## config.mk

```make
export PLATFORM = sky130hd
export DESIGN_NAME = ooo_issue_queue
export DESIGN_NICKNAME = d
export VERILOG_FILES = /design/src/rtl/iq_pkg.sv /design/src/rtl/iq_dest_table.sv /design/src/rtl/iq_select.sv /design/src/rtl/iq_store.sv /design/src/rtl/ooo_issue_queue.sv
export SDC_FILE = /design/constraint.sdc
export NUM_CORES = 1
export LEC_CHECK = 0
export ABC_AREA = 1
export ABC_CLOCK_PERIOD_IN_PS = 1700
export BUFFER_PORTS_ARGS = -buffer_cell sky130_fd_sc_hd__buf_2
export CAP_MARGIN = 20
export CORE_AREA = 8 8 170 172
export DETAILED_ROUTE_END_ITERATION = 12
export DIE_AREA = 0 0 178 180
export PLACE_DENSITY = 0.55
export SLEW_MARGIN = 30
export SYNTH_ARGS = -nofsm -noshare
export SYNTH_HDL_FRONTEND = slang
export SYNTH_SLANG_ARGS = --single-unit
export TNS_END_PERCENT = 10
```

## constraint.sdc

```tcl
create_clock -name clk_i -period 1.7 [get_ports clk_i]
set_input_delay 0.255 -clock clk_i [delete_from_list [all_inputs] [get_ports clk_i]]
set_output_delay 0.255 -clock clk_i [all_outputs]
set_load 0.01 [all_outputs]
```

## src/rtl/iq_pkg.sv

```systemverilog
package iq_pkg;
  localparam int unsigned REG_AW = 5;
  typedef logic [REG_AW-1:0] reg_idx_t;
  typedef struct packed {
    reg_idx_t rd;
    reg_idx_t rs1;
    reg_idx_t rs2;
  } reg_fields_t;
endpackage

```

## src/rtl/iq_dest_table.sv

```systemverilog
module iq_dest_table
  import iq_pkg::*;
#(
  parameter int unsigned NSLOT = 6,
  parameter int unsigned TAG_W = $clog2(NSLOT)
) (
  input  logic             clk_i,
  input  logic             rst_ni,
  input  logic             alloc_i,
  input  reg_idx_t         alloc_rd_i,
  input  logic             free_i,
  input  logic [TAG_W-1:0] free_tag_i,
  input  reg_idx_t         rs1_i,
  input  reg_idx_t         rs2_i,
  output logic             any_free_o,
  output logic [TAG_W-1:0] alloc_tag_o,
  output logic [NSLOT-1:0] dep_o
);
  logic             live_q [NSLOT];
  reg_idx_t         rd_q   [NSLOT];
  logic [NSLOT-1:0] live_vec;
  logic [NSLOT-1:0] kill;

  always_comb begin
    any_free_o  = 1'b0;
    alloc_tag_o = '0;
    for (int i = NSLOT - 1; i >= 0; i--) begin
      if (!live_q[i]) begin
        any_free_o  = 1'b1;
        alloc_tag_o = TAG_W'(i);
      end
    end
  end

  for (genvar g = 0; g < NSLOT; g++) begin : g_slot
    logic set;
    assign set         = alloc_i && (alloc_tag_o == TAG_W'(g));
    assign kill[g]     = free_i && (free_tag_i == TAG_W'(g));
    assign live_vec[g] = live_q[g];
    // a slot retiring this edge no longer counts as a producer
    assign dep_o[g] = live_q[g] && !kill[g] && (rd_q[g] != '0) &&
                      (((rs1_i != '0) && (rs1_i == rd_q[g])) ||
                       ((rs2_i != '0) && (rs2_i == rd_q[g])));

    always_ff @(posedge clk_i or negedge rst_ni) begin
      if (!rst_ni) begin
        live_q[g] <= 1'b0;
        rd_q[g]   <= '0;
      end else if (set) begin
        live_q[g] <= 1'b1;
        rd_q[g]   <= alloc_rd_i;
      end else if (kill[g]) begin
        live_q[g] <= 1'b0;
      end
    end
  end

  p_retire_live_r3: assert property (@(posedge clk_i) disable iff (!rst_ni)
    free_i |-> (int'(free_tag_i) < NSLOT) && live_vec[free_tag_i]);
  p_alloc_room_r2: assert property (@(posedge clk_i) disable iff (!rst_ni)
    alloc_i |-> !live_vec[alloc_tag_o]);
  p_alloc_set_r3: assert property (@(posedge clk_i) disable iff (!rst_ni)
    alloc_i |=> live_vec[$past(alloc_tag_o)]);
endmodule

```

## src/rtl/iq_select.sv

```systemverilog
module iq_select #(
  parameter int unsigned DEPTH  = 4,
  parameter int unsigned NUM_FU = 2,
  parameter int unsigned IDX_W  = (DEPTH > 1) ? $clog2(DEPTH) : 1
) (
  input  logic              clk_i,
  input  logic              rst_ni,
  input  logic [DEPTH-1:0]  rdy_i,
  input  logic [NUM_FU-1:0] fu_free_i,
  output logic              issue_o,
  output logic [IDX_W-1:0]  pick_idx_o,
  output logic [NUM_FU-1:0] fu_oh_o
);
  logic [NUM_FU-1:0] fu_low;

  always_comb begin
    pick_idx_o = '0;
    for (int i = DEPTH - 1; i >= 0; i--) begin
      if (rdy_i[i]) pick_idx_o = IDX_W'(i);
    end
  end

  assign fu_low  = fu_free_i & (~fu_free_i + 1'b1);
  assign issue_o = (|rdy_i) && (|fu_free_i);
  assign fu_oh_o = issue_o ? fu_low : '0;

  p_one_unit_r7: assert property (@(posedge clk_i) disable iff (!rst_ni)
    $onehot0(fu_oh_o));
  p_unit_free_r7: assert property (@(posedge clk_i) disable iff (!rst_ni)
    issue_o |-> ((fu_oh_o & fu_free_i) != '0));
  p_pick_ready_r4: assert property (@(posedge clk_i) disable iff (!rst_ni)
    issue_o |-> rdy_i[pick_idx_o]);
  p_oldest_r6: assert property (@(posedge clk_i) disable iff (!rst_ni)
    issue_o |-> ((rdy_i & ((DEPTH'(1) << pick_idx_o) - 1'b1)) == '0));
endmodule

```

## src/rtl/iq_store.sv

```systemverilog
module iq_store
  import iq_pkg::*;
#(
  parameter int unsigned DEPTH = 4,
  parameter int unsigned OP_W  = 8,
  parameter int unsigned NSLOT = 6,
  parameter int unsigned TAG_W = $clog2(NSLOT),
  parameter int unsigned IDX_W = (DEPTH > 1) ? $clog2(DEPTH) : 1
) (
  input  logic             clk_i,
  input  logic             rst_ni,
  input  logic             enq_i,
  input  logic [OP_W-1:0]  enq_op_i,
  input  reg_fields_t      enq_regs_i,
  input  logic [TAG_W-1:0] enq_tag_i,
  input  logic [NSLOT-1:0] enq_dep_i,
  input  logic             deq_i,
  input  logic [IDX_W-1:0] deq_idx_i,
  input  logic             free_i,
  input  logic [TAG_W-1:0] free_tag_i,
  output logic             full_o,
  output logic [DEPTH-1:0] rdy_o,
  output logic [OP_W-1:0]  out_op_o,
  output reg_fields_t      out_regs_o,
  output logic [TAG_W-1:0] out_tag_o
);
  logic             vld_q  [DEPTH];
  logic [OP_W-1:0]  op_q   [DEPTH];
  reg_fields_t      regs_q [DEPTH];
  logic [TAG_W-1:0] tag_q  [DEPTH];
  logic [NSLOT-1:0] dep_q  [DEPTH];

  logic             n_vld  [DEPTH];
  logic [OP_W-1:0]  n_op   [DEPTH];
  reg_fields_t      n_regs [DEPTH];
  logic [TAG_W-1:0] n_tag  [DEPTH];
  logic [NSLOT-1:0] n_dep  [DEPTH];
  logic [DEPTH-1:0] enq_sel;
  logic [DEPTH-1:0] vld_vec;
  logic [NSLOT-1:0] free_oh;

  for (genvar s = 0; s < NSLOT; s++) begin : g_free
    assign free_oh[s] = free_i && (free_tag_i == TAG_W'(s));
  end

  for (genvar g = 0; g < DEPTH; g++) begin : g_ent
    logic shift;
    // entries above the removed one move down by one, keeping age order
    assign shift = deq_i && (IDX_W'(g) >= deq_idx_i);

    if (g < DEPTH - 1) begin : g_mid
      assign n_vld[g]  = shift ? vld_q[g+1]  : vld_q[g];
      assign n_op[g]   = shift ? op_q[g+1]   : op_q[g];
      assign n_regs[g] = shift ? regs_q[g+1] : regs_q[g];
      assign n_tag[g]  = shift ? tag_q[g+1]  : tag_q[g];
      assign n_dep[g]  = shift ? dep_q[g+1]  : dep_q[g];
    end else begin : g_top
      assign n_vld[g]  = shift ? 1'b0 : vld_q[g];
      assign n_op[g]   = op_q[g];
      assign n_regs[g] = regs_q[g];
      assign n_tag[g]  = tag_q[g];
      assign n_dep[g]  = dep_q[g];
    end

    if (g == 0) begin : g_first
      assign enq_sel[g] = enq_i && !n_vld[g];
    end else begin : g_rest
      assign enq_sel[g] = enq_i && !n_vld[g] && n_vld[g-1];
    end

    assign vld_vec[g] = vld_q[g];
    assign rdy_o[g]   = vld_q[g] && (dep_q[g] == '0);

    always_ff @(posedge clk_i or negedge rst_ni) begin
      if (!rst_ni) begin
        vld_q[g]  <= 1'b0;
        op_q[g]   <= '0;
        regs_q[g] <= '0;
        tag_q[g]  <= '0;
        dep_q[g]  <= '0;
      end else begin
        vld_q[g] <= n_vld[g] | enq_sel[g];
        if (enq_sel[g]) begin
          op_q[g]   <= enq_op_i;
          regs_q[g] <= enq_regs_i;
          tag_q[g]  <= enq_tag_i;
          dep_q[g]  <= enq_dep_i;
        end else begin
          op_q[g]   <= n_op[g];
          regs_q[g] <= n_regs[g];
          tag_q[g]  <= n_tag[g];
          dep_q[g]  <= n_dep[g] & ~free_oh;
        end
      end
    end
  end

  assign full_o     = vld_q[DEPTH-1];
  assign out_op_o   = op_q[deq_idx_i];
  assign out_regs_o = regs_q[deq_idx_i];
  assign out_tag_o  = tag_q[deq_idx_i];

  p_no_overflow_r2: assert property (@(posedge clk_i) disable iff (!rst_ni)
    enq_i |-> !vld_vec[DEPTH-1]);
  p_deq_live_r9: assert property (@(posedge clk_i) disable iff (!rst_ni)
    deq_i |-> vld_vec[deq_idx_i]);
  p_packed_r6: assert property (@(posedge clk_i) disable iff (!rst_ni)
    (vld_vec & (vld_vec + 1'b1)) == '0);
  p_count_r9: assert property (@(posedge clk_i) disable iff (!rst_ni)
    1'b1 |=> $countones(vld_vec) ==
             $countones($past(vld_vec)) + int'($past(enq_i)) - int'($past(deq_i)));
endmodule

```

## src/rtl/ooo_issue_queue.sv

```systemverilog
module ooo_issue_queue
  import iq_pkg::*;
#(
  parameter int unsigned DEPTH  = 4,
  parameter int unsigned NUM_FU = 2,
  parameter int unsigned NSLOT  = 6,
  parameter int unsigned OP_W   = 8,
  localparam int unsigned TAG_W = $clog2(NSLOT),
  localparam int unsigned IDX_W = (DEPTH > 1) ? $clog2(DEPTH) : 1
) (
  input  logic              clk_i,
  input  logic              rst_ni,
  input  logic              in_valid_i,
  output logic              in_ready_o,
  input  logic [OP_W-1:0]   in_op_i,
  input  logic [REG_AW-1:0] in_rd_i,
  input  logic [REG_AW-1:0] in_rs1_i,
  input  logic [REG_AW-1:0] in_rs2_i,
  input  logic [NUM_FU-1:0] fu_free_i,
  output logic              iss_valid_o,
  output logic [NUM_FU-1:0] iss_fu_o,
  output logic [OP_W-1:0]   iss_op_o,
  output logic [REG_AW-1:0] iss_rd_o,
  output logic [REG_AW-1:0] iss_rs1_o,
  output logic [REG_AW-1:0] iss_rs2_o,
  output logic [TAG_W-1:0]  iss_tag_o,
  input  logic              ret_valid_i,
  input  logic [TAG_W-1:0]  ret_tag_i
);
  logic             accept;
  logic             any_free;
  logic             full;
  logic [TAG_W-1:0] new_tag;
  logic [NSLOT-1:0] new_dep;
  logic [DEPTH-1:0] rdy;
  logic [IDX_W-1:0] pick_idx;
  logic             issue;
  reg_fields_t      in_regs;
  reg_fields_t      out_regs;

  assign in_regs    = '{rd: in_rd_i, rs1: in_rs1_i, rs2: in_rs2_i};
  assign in_ready_o = !full && any_free;
  assign accept     = in_valid_i && in_ready_o;

  iq_dest_table #(.NSLOT(NSLOT), .TAG_W(TAG_W)) u_table (
    .clk_i      (clk_i),
    .rst_ni     (rst_ni),
    .alloc_i    (accept),
    .alloc_rd_i (in_rd_i),
    .free_i     (ret_valid_i),
    .free_tag_i (ret_tag_i),
    .rs1_i      (in_rs1_i),
    .rs2_i      (in_rs2_i),
    .any_free_o (any_free),
    .alloc_tag_o(new_tag),
    .dep_o      (new_dep)
  );

  iq_store #(
    .DEPTH(DEPTH), .OP_W(OP_W), .NSLOT(NSLOT), .TAG_W(TAG_W), .IDX_W(IDX_W)
  ) u_store (
    .clk_i     (clk_i),
    .rst_ni    (rst_ni),
    .enq_i     (accept),
    .enq_op_i  (in_op_i),
    .enq_regs_i(in_regs),
    .enq_tag_i (new_tag),
    .enq_dep_i (new_dep),
    .deq_i     (issue),
    .deq_idx_i (pick_idx),
    .free_i    (ret_valid_i),
    .free_tag_i(ret_tag_i),
    .full_o    (full),
    .rdy_o     (rdy),
    .out_op_o  (iss_op_o),
    .out_regs_o(out_regs),
    .out_tag_o (iss_tag_o)
  );

  iq_select #(.DEPTH(DEPTH), .NUM_FU(NUM_FU), .IDX_W(IDX_W)) u_select (
    .clk_i     (clk_i),
    .rst_ni    (rst_ni),
    .rdy_i     (rdy),
    .fu_free_i (fu_free_i),
    .issue_o   (issue),
    .pick_idx_o(pick_idx),
    .fu_oh_o   (iss_fu_o)
  );

  assign iss_valid_o = issue;
  assign iss_rd_o    = out_regs.rd;
  assign iss_rs1_o   = out_regs.rs1;
  assign iss_rs2_o   = out_regs.rs2;

  p_idle_units_r7: assert property (@(posedge clk_i) disable iff (!rst_ni)
    (fu_free_i == '0) |-> !iss_valid_o);
  p_full_stall_r2: assert property (@(posedge clk_i) disable iff (!rst_ni)
    full |-> !in_ready_o);
endmodule

```

# Word-level counts from Yosys, hierarchy flattened
# Cells that the tools add are included.
# Widths: inputs -> output; s select.
# totals
regBits,168
output_inout_bits,30
wordCells,249
input_bits,32
# classes
order_cmp,5
n_eq_ne,22
addsub,1
reduce_logical,102
n_mux,67
bitwise,12
# op_table
operator,count
$mux 15,8
$mux 8,8
$eq 5x5->1,12
$logic_and 1x1->1,60
$mux 3,14
$mux 6,7
$reduce_bool 5->1,8
$bmux 15 s2,1
$and 6x6->6,4
$logic_not 6->1,4
$mux 1,22
$reduce_bool 2->1,9
$bmux 8 s2,1
$eq 3x2->1 const B,4
$eq 3x3->1 const B,4
$logic_not 1->1,11
$mux 2,5
$bmux 3 s2,1
$eq 3x1->1 const B,2
$logic_not 3->1,2
$logic_or 1x1->1,6
$not 6->6,1
$ge 1x2->1 const A,2
$ge 2x2->1 const A,2
8 further kinds,11

# Longest topological paths before layout
# Gate-level depths: netlist of the first run.
# depth
depth_word,13
depth_mapped,14
depth_no_buf,14

# Hierarchy
# From an unflattened synthesis of the first run, not the netlist that was laid out.
# hier_totals
cells_unflattened,1394
area_unflattened_um2,10153.5
# modules_own_cells
module,cells_per_inst,instances,area_per_inst_um2,seq_area_each_um2
iq_store,1016,1,7483.4,3303.2
iq_dest_table,360,1,2588.7,900.9
iq_select,13,1,57.6,0.0
ooo_issue_queue,5,1,23.8,0.0

# Worst setup path before layout of the first run
# Ideal clock, no wire load.
# synth_timing
kind,reg2out
start,"reg u_store.vld_q, in the netlist u_store.full_o"
end,out iss_op_o[0]
required_time_ns,1.445
path_buffers,2
arrival_ns,1.661
path_slack_ns,-0.216
path_stages_with_launch,13
cell_sequence,dfrtp_1 -> inv_2 -> nor2_1 -> nand2_1 -> nor2_1 -> nand2_1 -> nand2_1 -> nand2_1 -> buf_6 -> clkbuf_1 -> or2_2 -> o211ai_1 -> o21ai_0
# synth_between
elab_chain_len,9
# synth_rtl
item,line_no,text
"start, declared",iq_store.sv:27,logic vld_q [DEPTH];
"start signal, assigned by index",iq_store.sv:82,vld_q[g] <= n_vld[g] | enq_sel[g];
$logic_and 1x1->1,iq_store.sv:72,assign rdy_o[g] = vld_q[g] && (dep_q[g] == '0);
$mux 2 (4 in a row),iq_select.sv:19,if (rdy_i[i]) pick_idx_o = IDX_W'(i);
$not 2->3 (not written as such),iq_store.sv:99,assign out_op_o = op_q[deq_idx_i];
$bmux 8 s2,iq_store.sv:99,
$mux 8 (not written as such) (2 in a row),iq_store.sv:99,
"end, declared",ooo_issue_queue.sv:22,"output logic [OP_W-1:0] iss_op_o,"
# Every way passes these cells. The select of a mux whose other input is x is not followed.

# Final worst setup path of the first run
# layout_timing
start,reg u_store.dep_q[3] in the netlist's numbering
end,out iss_rs1_o[4]
# layout_between
elab_chain_len,10
# layout_rtl
item,line_no,text
"start, declared",iq_store.sv:31,logic [NSLOT-1:0] dep_q [DEPTH];
"start signal, assigned by index",iq_store.sv:87,dep_q[g] <= enq_dep_i;
"start signal, assigned by index",iq_store.sv:92,dep_q[g] <= n_dep[g] & ~free_oh;
$logic_not 6->1,iq_store.sv:72,
$logic_and 1x1->1,iq_store.sv:72,
$mux 2 (4 in a row),iq_select.sv:19,
$not 2->3 (not written as such),iq_store.sv:100,assign out_regs_o = regs_q[deq_idx_i];
$bmux 15 s2,iq_store.sv:100,
$mux 15 (not written as such) (2 in a row),iq_store.sv:100,
"end, declared",ooo_issue_queue.sv:24,"output logic [REG_AW-1:0] iss_rs1_o,"
# Every way passes these cells. The select of a mux whose other input is x is not followed.

==> impl_results.md, run 1 <==
* Synth Cell Area at about 0.0098 mm²
* Vias in the first global route at about 9600
* Crit path time final at about 2.5 ns
* Hpwl dp at roughly 23 mm
* Layout area overhead at 31.0%
* CTS Buf Count at 17
* Drt initial violations at around 950
* Synthesis Warnings at 0
* Final number of hold-violating endpoints at 0
* Synth Register Bits at 168
* DIE AREA at 0.0320 mm²
* Area fraction in compound gates after synthesis at under 10%
* Ratio of cells with drive above 1 in the final layout at between 20% and 30%
* DR DRC count at 0
* Final wirelength at around 34 mm
* CTS tree: done
* Clk buf depth at 2
* CP arrival at around 2.2 ns
* Fillers at 2580
* Rows at 60
* Measured slew at the worst slew-check pin at 0.525 ns
* Critical path cell sequence: nor2_1, nand2_1, nor2_4, nand2_2, nand2_4, nand2_8, buf_4, or2_4, o211ai_1, o21ai_1, buf_2
* Mapped Nets at roughly 1400
* Count of port buffers added during placement at roughly 60
* First-pass GRT wire length at between 50 and 60 mm
* Slew HR at between 60 and 70%
* Adder-cell share of the synthesized area at 0%
* Overflow after GRT at 0
* Final core occ at around half
* Required time of the critical path at roughly 1.4 ns
* Wire length per cell at 18.3 µm
* Main combinational cell family by area after synthesis: simple AND/OR/NAND/NOR gates
* Worst-path clk slew at 0.07 ns
* Worst setup SP type: flop
* Mapped Avg Cell Area at approximately 7.3 µm²
* DRT Pass-1 Iters at 5
* Unrepaired setup endpoints after global routing: yes
* Via count at between 9000 and 10000
* TritonCTS Sinks at 168
* Die width at 178 µm
* Max cap viols at 0
* Slowest stage cell, crit path: dfrtp_1
* Fin nets at 1542
* Outcome: complete, but fails checks
* Post-synthesis sequential area ratio at a little over two fifths
* Multiplexer area fraction after synthesis at 0%
* Unique cell type count in the Yosys netlist at 31
* Post-route setup slack at -0.799 ns
* Slew Viols, Final at 0
* Total Routing Usage GR at 21.6%
* Clock skew at about 0.014 ns
* Placeable core area at 0.0264 mm²
* I/O pins at 62
* Mapped Cells at ~1300
* Most common cell after layout, fill and taps aside: nand2_1
* Setup Viol. Count Final at between 150 and 200
* Most frequent cells in the layout: nand2_1 (297), nand3_1 (243), dfrtp_1 (168), buf_4 (116), inv_1 (103)
* Crit Path Category: flop to output port
* Via density at 5.24
* Antenna violations before repair at 0
* CP max FO at 7
* Period utilisation layout at 147%
* Max Clk Rate at approximately 0.4 GHz
* Dpl ws at -0.448 ns
* Worst setup EP type: output port
* Die Y at 180 µm
* Clock Latency Late Sink at 0.44 ns
* Largest net degree at the start of global routing at 55
* Hold Crit Class: input port to flop
* Ant diodes at 0
* Post-Synth XOR/XNOR Area at under 10%
* Slowest Stage Delay on Critical Path at between 0.3 and 0.4 ns
* Starting Density at approximately 37%
* Failing checks: negative setup slack
* CTS H-Tree Depth at 4
* Root Driver: clkbuf_16
* Post-Synth Simple-Gate Area at 33.3%
* Routed Antenna Nets at 0
* Routability cong. at ~0.88
[per-layer routing]
metal | wire [µm] | GRT usage [%] | share of wire [%]
met1 | 15600 | 29.3 | 46
met2 | 16400 | 35.1 | 48
met3 | 1730 | 3.67 | 5.1
met4 | 335 | 4.84 | 0.98
met5 | 0 | 0 | 0
[timing repair]
action,4_1_cts,5_1_grt
endpoints found under the hold margin,168,0
cloned,2,0
hold buffers,1,0
endpoints found under the setup margin,197,197
pin swaps,11,11
resized for setup,97,53
setup buffers,7,5
[Yosys cell counts, drive strengths merged]
cell,count,area share [%]
nand2,332,13
nand3,255,13
dfrtp,168,43
o21ai,133,6.8
inv,119,4.5
nor2,103,4.2
buf,59,3.5
xnor2,46,4.1
clkbuf,27,1.0
o211ai,26,2.0
or2,24,1.5
a21oi,16,0.93
nor3,11,0.56
nand4,10,0.64
xor2,10,0.89
clkinv,2,0.089
a31oi,1,0.064
nand3b,1,0.076
[worst max-delay path: cells and delay by family, from the launching register on]
family	cells	cell delay (ns)
compound gates	2	0.21
buf+inv	2	0.34
flops	1	0.39
simple gates	7	0.85
[state kept, by name, indices dropped and copies added (netlist names)]
signal          flops
u_table.live_q      6
u_store.dep_q      24
u_store.full_o      1
u_store.regs_q     45
u_store.n_tag       3
u_store.vld_q       3
u_store.tag_q       9
u_store.n_regs     15
u_store.op_q       24
u_table.rd_q       30
u_store.n_op        8
[path summary, 6_finish.rpt]
path | startpoint | endpoint | slack [ns] | depth (start not counted)
worst min-delay path | in_rd_i[3] | u_store.regs_q[58] | 0.06 | 3
worst max-delay path | u_store.dep_q[3] | iss_rs1_o[4] | -0.80 | 11
worst min register to register | u_store.n_regs[9] | u_store.n_regs[9] | 0.51 | 2
max in group asynchronous | rst_ni | u_store.tag_q[10] | 0.83 | 3
min in group asynchronous | rst_ni | u_store.op_q[12] | 0.18 | 2
worst max register to register | u_store.dep_q[3] | u_store.regs_q[36] | -0.56 | 16
[area by class of cell]
cell class	instances	area [µm²]	share of cell area, %
multi-input combinational	968	5030	39.1
sequential	168	4200	32.7
timing repair buffer	234	2130	16.6
inverter	121	469	3.65
tap	341	427	3.32
clock buffer	17	425	3.31
clock inverter	15	168	1.30
[cell families after synthesis]
| logic type | count (synthesis) |
|---|---|
| xor+xnor | 56 |
| buf+inv | 207 |
| compound gates | 176 |
| flops | 168 |
| simple gates | 736 |
[metrics by stage]
stage               instances  hold slack (ns)  cell area (µm²)  setup TNS, ns
detailed placement       1821           0.0556            11800         -57.53
global placement         1821           0.0576            11800         -58.42
floorplan                1343          -0.0406             9890          -7.69
global route             1864           0.0815            12900        -101.09
CTS                      1860           0.0430            12700         -81.29
finish                   1864           0.0569            12900         -82.75
Power of run 1 is not shown: default switching activity piles up to over one toggle a cycle in this logic, so the estimate is an artifact.
==> run 2: changes to the inputs <==
--- a/config.mk
+++ b/config.mk
@@ -12,6 +12,7 @@
 export CORE_AREA = 8 8 170 172
 export DETAILED_ROUTE_END_ITERATION = 12
 export DIE_AREA = 0 0 178 180
+export MAX_ROUTING_LAYER = met4
 export PLACE_DENSITY = 0.55
 export SLEW_MARGIN = 30
 export SYNTH_ARGS = -nofsm -noshare
==> run 2 against run 1 <==
  * First-iteration DRC count increased by 12%
  * Via count rose by 1.1%
  * Critical endpoint is now iss_rs2_o[0]
  * Clock-buffer cell count is the same
  * Setup slack worse by 0.028 ns
  * Register-to-register slack is essentially flat
  * The run still ends with negative setup slack left
  * Die area did not move
  * Maximum frequency decreased by 1.1%
  * Global-route usage rose by 0.62 points
  * Final cell count unchanged
  * Critical path depth up 1
  * Final area hardly changed
  * Highest routed layer unchanged
  * Worst hold slack improved by 0.0028 ns
==> impl_results.md, run 2 (synthesized netlist as in run 1, its figures left out) <==
* CP arrival at 2.27 ns (+0.03 ns)
* Worst-path clk slew at 0.08 ns (about the same)
* Worst setup EP type: output port
* Slew Viols, Final at 0 (unchanged)
* Crit Path Category: flop to output port
* Post-Layout Cell Count at 1864 (unchanged)
* Outcome: complete, but fails checks
* Ant diodes at 0 (unchanged)
* DR DRC count at 0 (unchanged)
* Wire length per cell at 18.3 µm (about the same)
* Setup Viol. Count Final at 184 (-1.6%)
* Drt initial violations at 1059 (+12%)
* Vias in the first global route at 9567 (-0.17%)
* Placeable core area at 0.0264 mm² (unchanged)
* Final number of hold-violating endpoints at 0 (unchanged)
* Number of flip-flops under the largest register name at 45 (unchanged)
* Via density at 5.30 (+1.1%)
* Critical Path Sink: iss_rs2_o[0]
* DRT Pass-1 Iters at 6 (+1)
* Largest Register: u_store.regs_q
* First-pass GRT wire length at 54.5 mm (+0.16%)
* Reg2reg path depth at 16 (unchanged)
* Routed Antenna Nets at 0 (unchanged)
* Measured slew at the worst slew-check pin at 0.537 ns (+0.0126 ns)
* Hpwl dp at 23.3 mm (unchanged)
* Hold Crit Class: input port to flop
* Fin nets at 1542 (unchanged)
* Die width at 178 µm (unchanged)
* Via count at 9872 (+1.1%)
* Dpl cells at 1821 (unchanged)
* Critical Path Start: u_store.dep_q[20]
* Unrepaired setup endpoints after global routing: yes
* Required time of the critical path at 1.44 ns (about the same)
* Final wirelength at 34.2 mm (about the same)
* Failing checks: negative setup slack
* Root Driver: clkbuf_16
* Largest net degree at the start of global routing at 55 (unchanged)
* DIE AREA at 0.0320 mm² (unchanged)
* Flop2flop setup slack at -0.56 ns (about the same)
* TritonCTS Sinks at 168 (unchanged)
* Die Y at 180 µm (unchanged)
* Count of port buffers added during placement at 61 (unchanged)
* Most frequent cells in the layout: nand2_1 (298), nand3_1 (242), dfrtp_1 (168), buf_4 (116), inv_1 (103)
* I/O pins at 62 (unchanged)
* Antenna violations before repair at 0 (unchanged)
* CTS H-Tree Depth at 4 (unchanged)
* R2r startpoint: u_store.dep_q[3]
* Crit path time final at 2.53 ns (+0.0280 ns)
* CP max FO at 8 (+1)
* Ratio of cells with drive above 1 in the final layout at 25.0% (unchanged)
* Total Routing Usage GR at 22.2% (+0.62 points)
* Max Clk Rate at 0.396 GHz (-1.1%)
* Routability cong. at 0.891 (+1.7%)
* Rows at 60 (unchanged)
* CTS tree: done
* Overflow after GRT at 0 (unchanged)
* Post-route setup slack at -0.827 ns (-0.0280 ns)
* Clock skew at 0.0126 ns (-0.00111 ns)
* Slew HR at 64.1% (-0.85 points)
* Layout area overhead at 31.0% (about the same)
* Most common cell after layout, fill and taps aside: nand2_1
* Max cap viols at 0 (unchanged)
* Starting Density at 37.3% (unchanged)
* Worst setup SP type: flop
* Clock Latency Late Sink at 0.44 ns (about the same)
* Reg-to-reg endpoint: u_store.regs_q[36]
* Period utilisation layout at 149% (+1.6 points)
* Clk buf depth at 2 (unchanged)
* CTS Buf Count at 17 (unchanged)
* Biggest regs: u_store.regs_q x45, u_table.rd_q x30
-- run 2: cell counts in the layout (fill, tap and decap cells not counted) --
Identical to the previous run, type by type.
-- run 2: metrics by stage --
stage | TNS [ns] | utilization (%) | cell area [µm²] | hold WS [ns] | setup WS (ns)
3_5_place_dp | -57.53 | 44.6 | 11800 | 0.0556 | -0.448
3_3_place_gp | -58.42 | 44.6 | 11800 | 0.0576 | -0.422
2_1_floorplan | -7.69 | - | 9890 | -0.0406 | -0.120
4_1_cts | -81.29 | 48.2 | 12700 | 0.0430 | -0.839
5_1_grt | -101.23 | 48.8 | 12900 | 0.0859 | -0.904
6_report | -81.67 | 48.8 | 12900 | 0.0598 | -0.827
-- run 2: how the worst min path moves through the flow --
stage	startpoint	endpoint	slack [ns]	cells past startpoint
after floorplan	rst_ni	u_store.dep_q[0]	-0.04	0
after global placement	rst_ni	u_store.op_q[12]	0.06	1
after detailed placement	rst_ni	u_store.op_q[12]	0.06	1
after CTS	in_rd_i[3]	u_store.regs_q[58]	0.04	3
after global routing	in_op_i[6]	u_store.op_q[30]	0.09	3
final	in_rd_i[3]	u_store.regs_q[58]	0.06	3
-- run 2: routing by layer --
| metal | share of wire [%] | up-vias | global-route usage, % |
|---|---|---|---|
| met5 | 0 | - | - |
| met4 | 1.4 | 0 | 5.34 |
| met3 | 5.9 | 40 | 3.12 |
| met2 | 47 | 351 | 35.1 |
| met1 | 45 | 4775 | 29.5 |
| li1 | - | 4706 | - |
-- run 2: what timing repair did --
item | 4_1_cts | 5_1_grt
endpoints found under the setup margin | 197 | 197
pin swaps | 11 | 11
resized for setup | 97 | 54
hold buffers | 1 | 0
setup buffers | 7 | 5
hold endpoints to repair | 168 | 0
gates cloned | 2 | 0
-- run 2: cell type report --
class,instances,area [µm²]
Fill cell,2582,13500
Multi-Input combinational cell,968,5040
Sequential cell,168,4200
Timing Repair Buffer,234,2140
Inverter,121,469
Tap cell,341,427
Clock buffer,17,425
Clock inverter,15,168
-- run 2: critical path, cell delays in order, from the launching register on --
cell and delay [ns]:
dfrtp_1 0.39, nor2_2 0.06, buf_4 0.13, nand2_1 0.07
inv_1 0.04, nand2_1 0.14, nand2_8 0.09, nor2_4 0.18
buf_4 0.21, o21ai_0 0.10, buf_4 0.14, o21ai_2 0.12
buf_2 0.15
Power of run 2 is left out for the same reason.
